<file path="config.mk">
export PLATFORM = sky130hd
export DESIGN_NAME = imac_pe
export DESIGN_NICKNAME = d
export VERILOG_FILES = /design/src/rtl/imac_pkg.sv /design/src/rtl/imac_slot_seq.sv /design/src/rtl/imac_mac_stage.sv /design/src/rtl/imac_ring.sv /design/src/rtl/imac_pe.sv
export SDC_FILE = /design/constraint.sdc
export NUM_CORES = 1
export LEC_CHECK = 0
export ABC_AREA = 1
export CORE_AREA = 5 5 220 179
export DETAILED_ROUTE_END_ITERATION = 10
export DIE_AREA = 0 0 225 184
export PLACE_DENSITY_LB_ADDON = 0.3
export SYNTH_ARGS = -nofsm -noshare
export SYNTH_HDL_FRONTEND = slang
export SYNTH_SLANG_ARGS = --single-unit
</file>
<file path="constraint.sdc">
create_clock -name clk -period 7.06 [get_ports clk]
set_input_delay 1.765 -clock clk [delete_from_list [all_inputs] [get_ports clk]]
set_output_delay 1.765 -clock clk [all_outputs]
set_load 0.005 [all_outputs]
</file>
<file path="src/rtl/imac_pkg.sv">
package imac_pkg;

  localparam int DEF_LAT    = 4;
  localparam int DEF_DATA_W = 16;
  localparam int DEF_ACC_W  = 32;

  // Next filter slot in a ring of lat entries.
  function automatic int slot_after(int cur, int lat);
    return (cur >= lat - 1) ? 0 : cur + 1;
  endfunction

endpackage

</file>
<file path="src/rtl/imac_slot_seq.sv">
module imac_slot_seq #(
  parameter int LAT   = imac_pkg::DEF_LAT,
  parameter int IDX_W = (LAT > 1) ? $clog2(LAT) : 1
) (
  input  logic             clk,
  input  logic             rst_n,
  input  logic             adv,
  output logic [IDX_W-1:0] slot
);

  logic [IDX_W-1:0] slot_q;
  logic [IDX_W-1:0] slot_d;

  always_comb begin
    slot_d = slot_q;
    if (adv) begin
      slot_d = IDX_W'(imac_pkg::slot_after(int'(slot_q), LAT));
    end
  end

  always_ff @(posedge clk or negedge rst_n) begin
    if (!rst_n) begin
      slot_q <= '0;
    end else begin
      slot_q <= slot_d;
    end
  end

  assign slot = slot_q;

  // slot index stays inside the ring
  a_r2_slot_range: assert property (@(posedge clk) disable iff (!rst_n)
    int'(slot_q) < LAT);

endmodule

</file>
<file path="src/rtl/imac_mac_stage.sv">
module imac_mac_stage #(
  parameter int FEAT_W = imac_pkg::DEF_DATA_W,
  parameter int WGT_W  = imac_pkg::DEF_DATA_W,
  parameter int BIAS_W = imac_pkg::DEF_DATA_W,
  parameter int ACC_W  = imac_pkg::DEF_ACC_W
) (
  input  logic                     first,
  input  logic signed [FEAT_W-1:0] feat,
  input  logic signed [WGT_W-1:0]  wgt,
  input  logic signed [BIAS_W-1:0] bias,
  input  logic signed [ACC_W-1:0]  loop_in,
  output logic signed [ACC_W-1:0]  sum
);

  localparam int PROD_W = FEAT_W + WGT_W;

  logic signed [PROD_W-1:0] prod;
  logic signed [ACC_W-1:0]  prod_ext;
  logic signed [ACC_W-1:0]  bias_ext;
  logic signed [ACC_W-1:0]  base;

  assign prod     = feat * wgt;
  assign prod_ext = ACC_W'(prod);
  assign bias_ext = ACC_W'(bias);

  // Seed select: bias on the opening group, returning partial sum otherwise.
  always_comb begin
    if (first) begin
      base = bias_ext;
    end else begin
      base = loop_in;
    end
  end

  assign sum = base + prod_ext;

endmodule

</file>
<file path="src/rtl/imac_ring.sv">
module imac_ring #(
  parameter int LAT   = imac_pkg::DEF_LAT,
  parameter int ACC_W = imac_pkg::DEF_ACC_W
) (
  input  logic                    clk,
  input  logic                    rst_n,
  input  logic                    en,
  input  logic signed [ACC_W-1:0] d,
  output logic signed [ACC_W-1:0] tail
);

  logic signed [ACC_W-1:0] stage_q [LAT];
  logic signed [ACC_W-1:0] stage_d [LAT];

  always_comb begin
    stage_d[0] = d;
    for (int i = 1; i < LAT; i++) begin
      stage_d[i] = stage_q[i-1];
    end
  end

  always_ff @(posedge clk or negedge rst_n) begin
    if (!rst_n) begin
      for (int i = 0; i < LAT; i++) begin
        stage_q[i] <= '0;
      end
    end else if (en) begin
      for (int i = 0; i < LAT; i++) begin
        stage_q[i] <= stage_d[i];
      end
    end
  end

  assign tail = stage_q[LAT-1];

endmodule

</file>
<file path="src/rtl/imac_pe.sv">
module imac_pe #(
  parameter int LAT    = imac_pkg::DEF_LAT,
  parameter int FEAT_W = imac_pkg::DEF_DATA_W,
  parameter int WGT_W  = imac_pkg::DEF_DATA_W,
  parameter int BIAS_W = imac_pkg::DEF_DATA_W,
  parameter int ACC_W  = imac_pkg::DEF_ACC_W,
  localparam int IDX_W = (LAT > 1) ? $clog2(LAT) : 1
) (
  input  logic                     clk,
  input  logic                     rst_n,
  input  logic                     in_valid,
  input  logic                     in_first,
  input  logic                     in_last,
  input  logic signed [FEAT_W-1:0] in_feat,
  input  logic signed [WGT_W-1:0]  in_wgt,
  input  logic signed [BIAS_W-1:0] in_bias,
  output logic                     out_valid,
  output logic [IDX_W-1:0]         out_filt,
  output logic signed [ACC_W-1:0]  out_sum
);

  // Reset: asserted asynchronously, released through two flops.
  logic rst_meta_q;
  logic rst_sync_q;
  logic rst_ni;

  always_ff @(posedge clk or negedge rst_n) begin
    if (!rst_n) begin
      rst_meta_q <= 1'b0;
      rst_sync_q <= 1'b0;
    end else begin
      rst_meta_q <= 1'b1;
      rst_sync_q <= rst_meta_q;
    end
  end

  assign rst_ni = rst_sync_q;

  logic [IDX_W-1:0]        slot;
  logic signed [ACC_W-1:0] ring_tail;
  logic signed [ACC_W-1:0] mac_sum;

  imac_slot_seq #(.LAT(LAT), .IDX_W(IDX_W)) u_seq (
    .clk   (clk),
    .rst_n (rst_ni),
    .adv   (in_valid),
    .slot  (slot)
  );

  imac_mac_stage #(
    .FEAT_W (FEAT_W),
    .WGT_W  (WGT_W),
    .BIAS_W (BIAS_W),
    .ACC_W  (ACC_W)
  ) u_mac (
    .first   (in_first),
    .feat    (in_feat),
    .wgt     (in_wgt),
    .bias    (in_bias),
    .loop_in (ring_tail),
    .sum     (mac_sum)
  );

  imac_ring #(.LAT(LAT), .ACC_W(ACC_W)) u_ring (
    .clk   (clk),
    .rst_n (rst_ni),
    .en    (in_valid),
    .d     (mac_sum),
    .tail  (ring_tail)
  );

  // Output stage: next-state logic, then registers.
  logic                    done_beat;
  logic                    out_valid_q;
  logic                    out_valid_d;
  logic [IDX_W-1:0]        out_filt_q;
  logic [IDX_W-1:0]        out_filt_d;
  logic signed [ACC_W-1:0] out_sum_q;
  logic signed [ACC_W-1:0] out_sum_d;

  assign done_beat = in_valid & in_last;

  always_comb begin
    out_valid_d = done_beat;
    out_filt_d  = out_filt_q;
    out_sum_d   = out_sum_q;
    if (done_beat) begin
      out_filt_d = slot;
      out_sum_d  = mac_sum;
    end
  end

  always_ff @(posedge clk or negedge rst_ni) begin
    if (!rst_ni) begin
      out_valid_q <= 1'b0;
      out_filt_q  <= '0;
      out_sum_q   <= '0;
    end else begin
      out_valid_q <= out_valid_d;
      out_filt_q  <= out_filt_d;
      out_sum_q   <= out_sum_d;
    end
  end

  assign out_valid = out_valid_q;
  assign out_filt  = out_filt_q;
  assign out_sum   = out_sum_q;

  // a result only follows an accepted final-group beat
  a_r9_out_needs_last: assert property (@(posedge clk) disable iff (!rst_ni)
    out_valid |-> $past(in_valid && in_last));

  // an idle cycle leaves the output side untouched
  a_r6_stall_hold: assert property (@(posedge clk) disable iff (!rst_ni)
    !in_valid |=> (!out_valid && $stable(out_sum) && $stable(out_filt)));

  // back-to-back results walk the filter slots in order
  a_r4_filter_order: assert property (@(posedge clk) disable iff (!rst_ni)
    (out_valid && $past(out_valid)) |->
      ((int'($past(out_filt)) == LAT - 1) ? (int'(out_filt) == 0)
                                          : (int'(out_filt) == int'($past(out_filt)) + 1)));

endmodule

</file>
Yosys cells after proc, flatten, opt, wreduce, memory -nomap -nowiden --
Index checks and enable logic that the tools add are counted.
Cells by class: add/sub/neg operators 2, $mul 1, divide/modulo/power cells 0, order comparisons 1, eq/ne operators 0, shifts and indexed selects 0, multiplexer cells 2, bitwise gates (word level) 1, reduce and logical (&&, ||, !) cells 0
Operators with widths (number):
- adder 32 bit | 1
- multiplier 16 x 16 -> 32 bit | 1
- 2-to-1 mux 32 bit | 1
- adder 2 x 1 -> 2 bit (second input constant) | 1
- greater-or-equal comparator 2 bit (second input constant) | 1
- 2-to-1 mux 2 bit | 1
- AND 1 bit | 1
Storage, ports and cells: register bits after elaboration 167, latch bits 0, bits in writable memories 0, ROM bits 0, memories kept 0

Logic depth before layout (Yosys ltp) --
depth in word-level cells 2, mapped depth 30, depth with buffers taken out 28

Modules after synthesis --
Synthesis repeated with hierarchy kept, for this count alone.
Unflattened totals: cells, all modules 2307, area total of the unflattened synthesis 18525.3 µm²
By module, submodules not included:
- imac_mac_stage | times used 1, cells each 1602, area an instance 11996.5 µm², sequential area each 0.0 µm²
- imac_ring | times used 1, cells each 541, area an instance 4959.8 µm², sequential area each 3203.1 µm²
- imac_pe | times used 1, cells each 153, area an instance 1476.4 µm², sequential area each 925.9 µm²
- imac_slot_seq | times used 1, cells each 11, area an instance 92.6 µm², sequential area each 50.0 µm²

Worst setup path before layout --
Ideal clock, no wire load.
kind input to register, from input port in_feat[15], to register u_ring.stage_q (netlist bit u_ring.stage_d[95]), setup time 0.117 ns, data arrival time 7.046 ns, required time 6.943 ns, slack -0.103 ns, stages 28, path buffers 2, cell sequence buf_4 clkbuf_1 nand2_1 inv_1 fa_1 inv_1 fa_1 inv_1 fa_1 inv_1 fa_1 inv_1 fa_1 inv_1 fa_1 inv_1 ha_1 nand2_1 nor2_1 nand2_1 nor2_1 nand2_1 inv_1 nor2_1 nand3_1 nand2_1 nand2_1 nand2_1
On the way: cells in the longest elaborated chain, start to end 2
Ends and longest elaborated chain:
- from (decl) | RTL line imac_pe.sv:14 | input logic signed [FEAT_W-1:0] in_feat,
- multiplier 16 x 16 -> 32 bit | RTL line imac_mac_stage.sv:22 | assign prod = feat * wgt;
- adder 32 bit | RTL line imac_mac_stage.sv:35 | assign sum = base + prod_ext;
- to (signal, indexed assignment) | RTL line imac_ring.sv:29 | stage_q[i] <= stage_d[i];
- to (decl) | RTL line imac_ring.sv:12 | logic signed [ACC_W-1:0] stage_q [LAT];
No other way between the ends. A chain may end at the register's enable or synchronous reset.

Worst setup path in the final report --
from input port in_feat[10], to register out_sum_q[21] (netlist: out_sum[21])
On the way: cells in the longest elaborated chain, start to end 2
Ends and longest elaborated chain:
- multiplier 16 x 16 -> 32 bit | RTL line imac_mac_stage.sv:22
- adder 32 bit | RTL line imac_mac_stage.sv:35
- to (signal assigned) | RTL line imac_pe.sv:101 | out_sum_q <= out_sum_d;
- to (decl) | RTL line imac_pe.sv:78 | logic signed [ACC_W-1:0] out_sum_q;
No other way between the ends.

==> metrics.cfg <==
[detailed_routing]
detail_route.wl_per_cell_um = 15.6
wl_um = 45500
firstDrtPassIters = 5
drc = 0
drt_iter0_markers = 1011
vias = 14500
ant_nets = 0
routed_via_density = 4.94

[logic_synthesis]
ys_seq_elements = 167
netlist_instances = 2233
synth.net_count = 2677
yosysSeqAreaShare_pct = 23.0
yosysWarnings = 0
synth.avg_cell_area_um2 = 8.15
syn_area_mm2 = 0.0182
synth_cell_types = 37

[timing]
tightest_slew_ps = 1020
skew_ps = 16.6
fmaxAchievable_mhz = 145
finalHoldWorstSlack_ps = 250
setup_viol = 0
finalCriticalPeriod_ps = 6900
relSlewSlack_pct = 31.9
min_period_over_period_pct = 97.7
rsz0062_at_grt = true
finalHoldViolations = 0
slew_viol_final = 0

[worst_setup_path]
crit_chain = clkdlybuf4s50_1 > buf_12 > buf_4 > nand2_1 > fa_1 > inv_1 > fa_1 > fa_1 > fa_1 > fa_1 > inv_1 > fa_1 > inv_1 > ha_4 > nand3_1 > buf_4 > nor2_1 > nor2_1 > nand3_1 > or2_1 > nand3_1 > nand2_1
r2r-start = u_ring.tail[15]
reg2reg_setup_slack_ps = 2080
arrival_ps = 7260
worstSetupPathType = input pin to flip-flop
cp_slowest_stage_delay_ps = 580
cp.required_ps = 7420
startpoint_type = input pin
path_common_cell = fa_1
critPathSlowestCell = fa_1
r2r-end = out_sum[20]
crit_fanout = 11
rr_worst_depth = 20
cp-end-kind = flip-flop

[final_layout]
drive_gt1_share_pct = 13.2
seqCellArea_mm2 = 0.00418
area_growth_pct = 21.0
fin_util_pct = 59.8
multi_input_area_mm2 = 0.0119
final_net_count = 2871
antenna_cells = 0
fillCellCount = 3321

[clock_network]
clock-sinks = 167
clk_latency_ps = 440
cts_htree_levels = 4
cts_root_buffer = clkbuf_16
cts_inserted_buffers = 17
cts_tree = built
path_clk_slew_ps = 70
cts_buffer_depth = 2

[job]
cap_violations = 0

[global_route]
grt_pass1_vias = 15100
gr-total-overflow = 0
grt_max_degree = 113
grt_pass1_wl_um = 75300
antenna_found_initial = 0
grt_use_total_pct = 22.6

[floorplanning]
dieArea_mm2 = 0.0414
row_count = 63
ioPinCount = 88
core_area_mm2 = 0.0368
die_h_um = 184
start_util_pct = 49.4
die_w_um = 225

[run_status]
status = complete, no violations

[worst_hold_path]
hp-class = flip-flop to async pin

[place]
routabilityCongestion = 0.940
dp_hpwl_um = 37500
portBuffers = 87

worst max path at each step:
stage	start	endpoint	slack, ps	cells past startpoint
after floorplan	in_feat[15]	u_ring.stage_d[95]	20	28
after CTS	in_wgt[7]	u_ring.stage_d[81]	-0.8	26
after detailed placement	in_wgt[1]	u_ring.stage_d[81]	-740	24
after global placement	in_wgt[1]	u_ring.stage_d[81]	-730	23
final	in_feat[10]	out_sum[21]	160	22
after global routing	in_feat[13]	u_ring.stage_d[87]	-20	26
logic make-up (layout without fill, tap and decap cells):
| kind of cell | after synthesis | in the layout | share of synthesized area [%] |
|---|---|---|---|
| simple gates | 756 | 756 | 16.7 |
| other cells | 1 | 1 | 0.0206 |
| buf+inv | 676 | 883 | 14.0 |
| flops | 167 | 167 | 23.0 |
| xor+xnor | 16 | 16 | 0.770 |
| fa+ha+maj | 391 | 391 | 38.9 |
| compound gates | 226 | 226 | 6.57 |
stage by stage:
step	setup TNS, ps	cell area, um^2	setup slack, ps	instances
2_1_floorplan	0	18200	17.5	2233
3_3_place_gp	-18060	20700	-731	2870
3_5_place_dp	-20060	20700	-737	2870
4_1_cts	-0.811	21500	-0.811	2905
5_1_grt	-18.0	22000	-18.0	2927
6_report	0	22000	160	2927
cells in the final DEF, fill, tap and decap left out, types with 6 or more instances in the layout:
master,synthesis,final
nand2_1,598,583
inv_1,572,562
o21ai_1,3,8
xnor2_1,10,10
dfrtp_1,167,166
nor2_2,4,7
ha_1,99,85
fa_2,0,7
nand2_2,6,20
buf_6,0,6
ha_4,0,13
o21bai_1,9,7
fa_1,292,285
dlymetal6s2s_1,0,19
clkdlybuf4s50_1,0,63
clkbuf_16,0,17
o21ai_0,171,166
a21oi_2,4,8
a21oi_1,28,21
nand4_1,12,12
buf_12,0,19
inv_2,3,12
nor2_1,46,37
nand3_1,69,63
nor2_4,1,7
nand3_2,2,7
buf_4,2,163
metal layers:
metal	vias to the layer above	part of all wire [%]	global-route usage (%)
met4	0	1.4	4.29
met1	7233	44	31.9
met5	-	0	0
met2	296	49	38.1
li1	6897	-	-
met3	48	4.7	3.08
cell type report:
type,count,area share [%]
inverter,576,9.83
clock buffer,17,1.93
clock inverter,15,0.852
sequential,167,19.0
tap,487,2.77
timing repair buffer,275,11.7
multi-input combinational,1390,53.9
registers in the layout, summed over array words and instances (netlist names):
register	count
out_sum	32
u_ring.stage_d	96
out_filt	2
out_valid	1
rst_meta_q	1
u_seq.slot	2
u_ring.tail	32
rst_ni	1
synth_stat cells (all sizes together):
| cell | n | share of area, % |
|---|---|---|
| ha | 99 | 6.8 |
| o21ai | 175 | 4.8 |
| a21oi | 32 | 0.96 |
| xor2 | 6 | 0.29 |
| xnor2 | 10 | 0.48 |
| conb | 1 | 0.021 |
| nor2 | 51 | 1.1 |
| inv | 575 | 12 |
| a21boi | 2 | 0.083 |
| fa | 292 | 32 |
| nand4 | 12 | 0.41 |
| clkinv | 1 | 0.021 |
| a21o | 2 | 0.082 |
| o21bai | 9 | 0.37 |
| nand2 | 604 | 13 |
| o21a | 3 | 0.12 |
| a31oi | 1 | 0.034 |
| buf | 9 | 0.26 |
| nand3b | 5 | 0.21 |
| nand3 | 71 | 2.0 |
| or2 | 8 | 0.28 |
| clkbuf | 91 | 1.9 |
| dfrtp | 167 | 23 |
| nor3 | 5 | 0.14 |
| o31ai | 2 | 0.082 |
worst max-delay path: cells and delay by family:
family / cells / cell delay, ps
simple gates: 8 / 1030
buf+inv: 7 / 1150
fa+ha+maj: 7 / 3320
repair_timing:
action / in CTS / in global routing
gates resized for setup: 24 / 97
hold buffers: 0 / 0
pin swaps: 8 / 41
buffers inserted: 3 / 22
setup endpoints to repair: 22 / 33
Power is left out: the tool's default activity adds up to more than one toggle a clock period on the data nets, which glitch-free logic cannot reach.
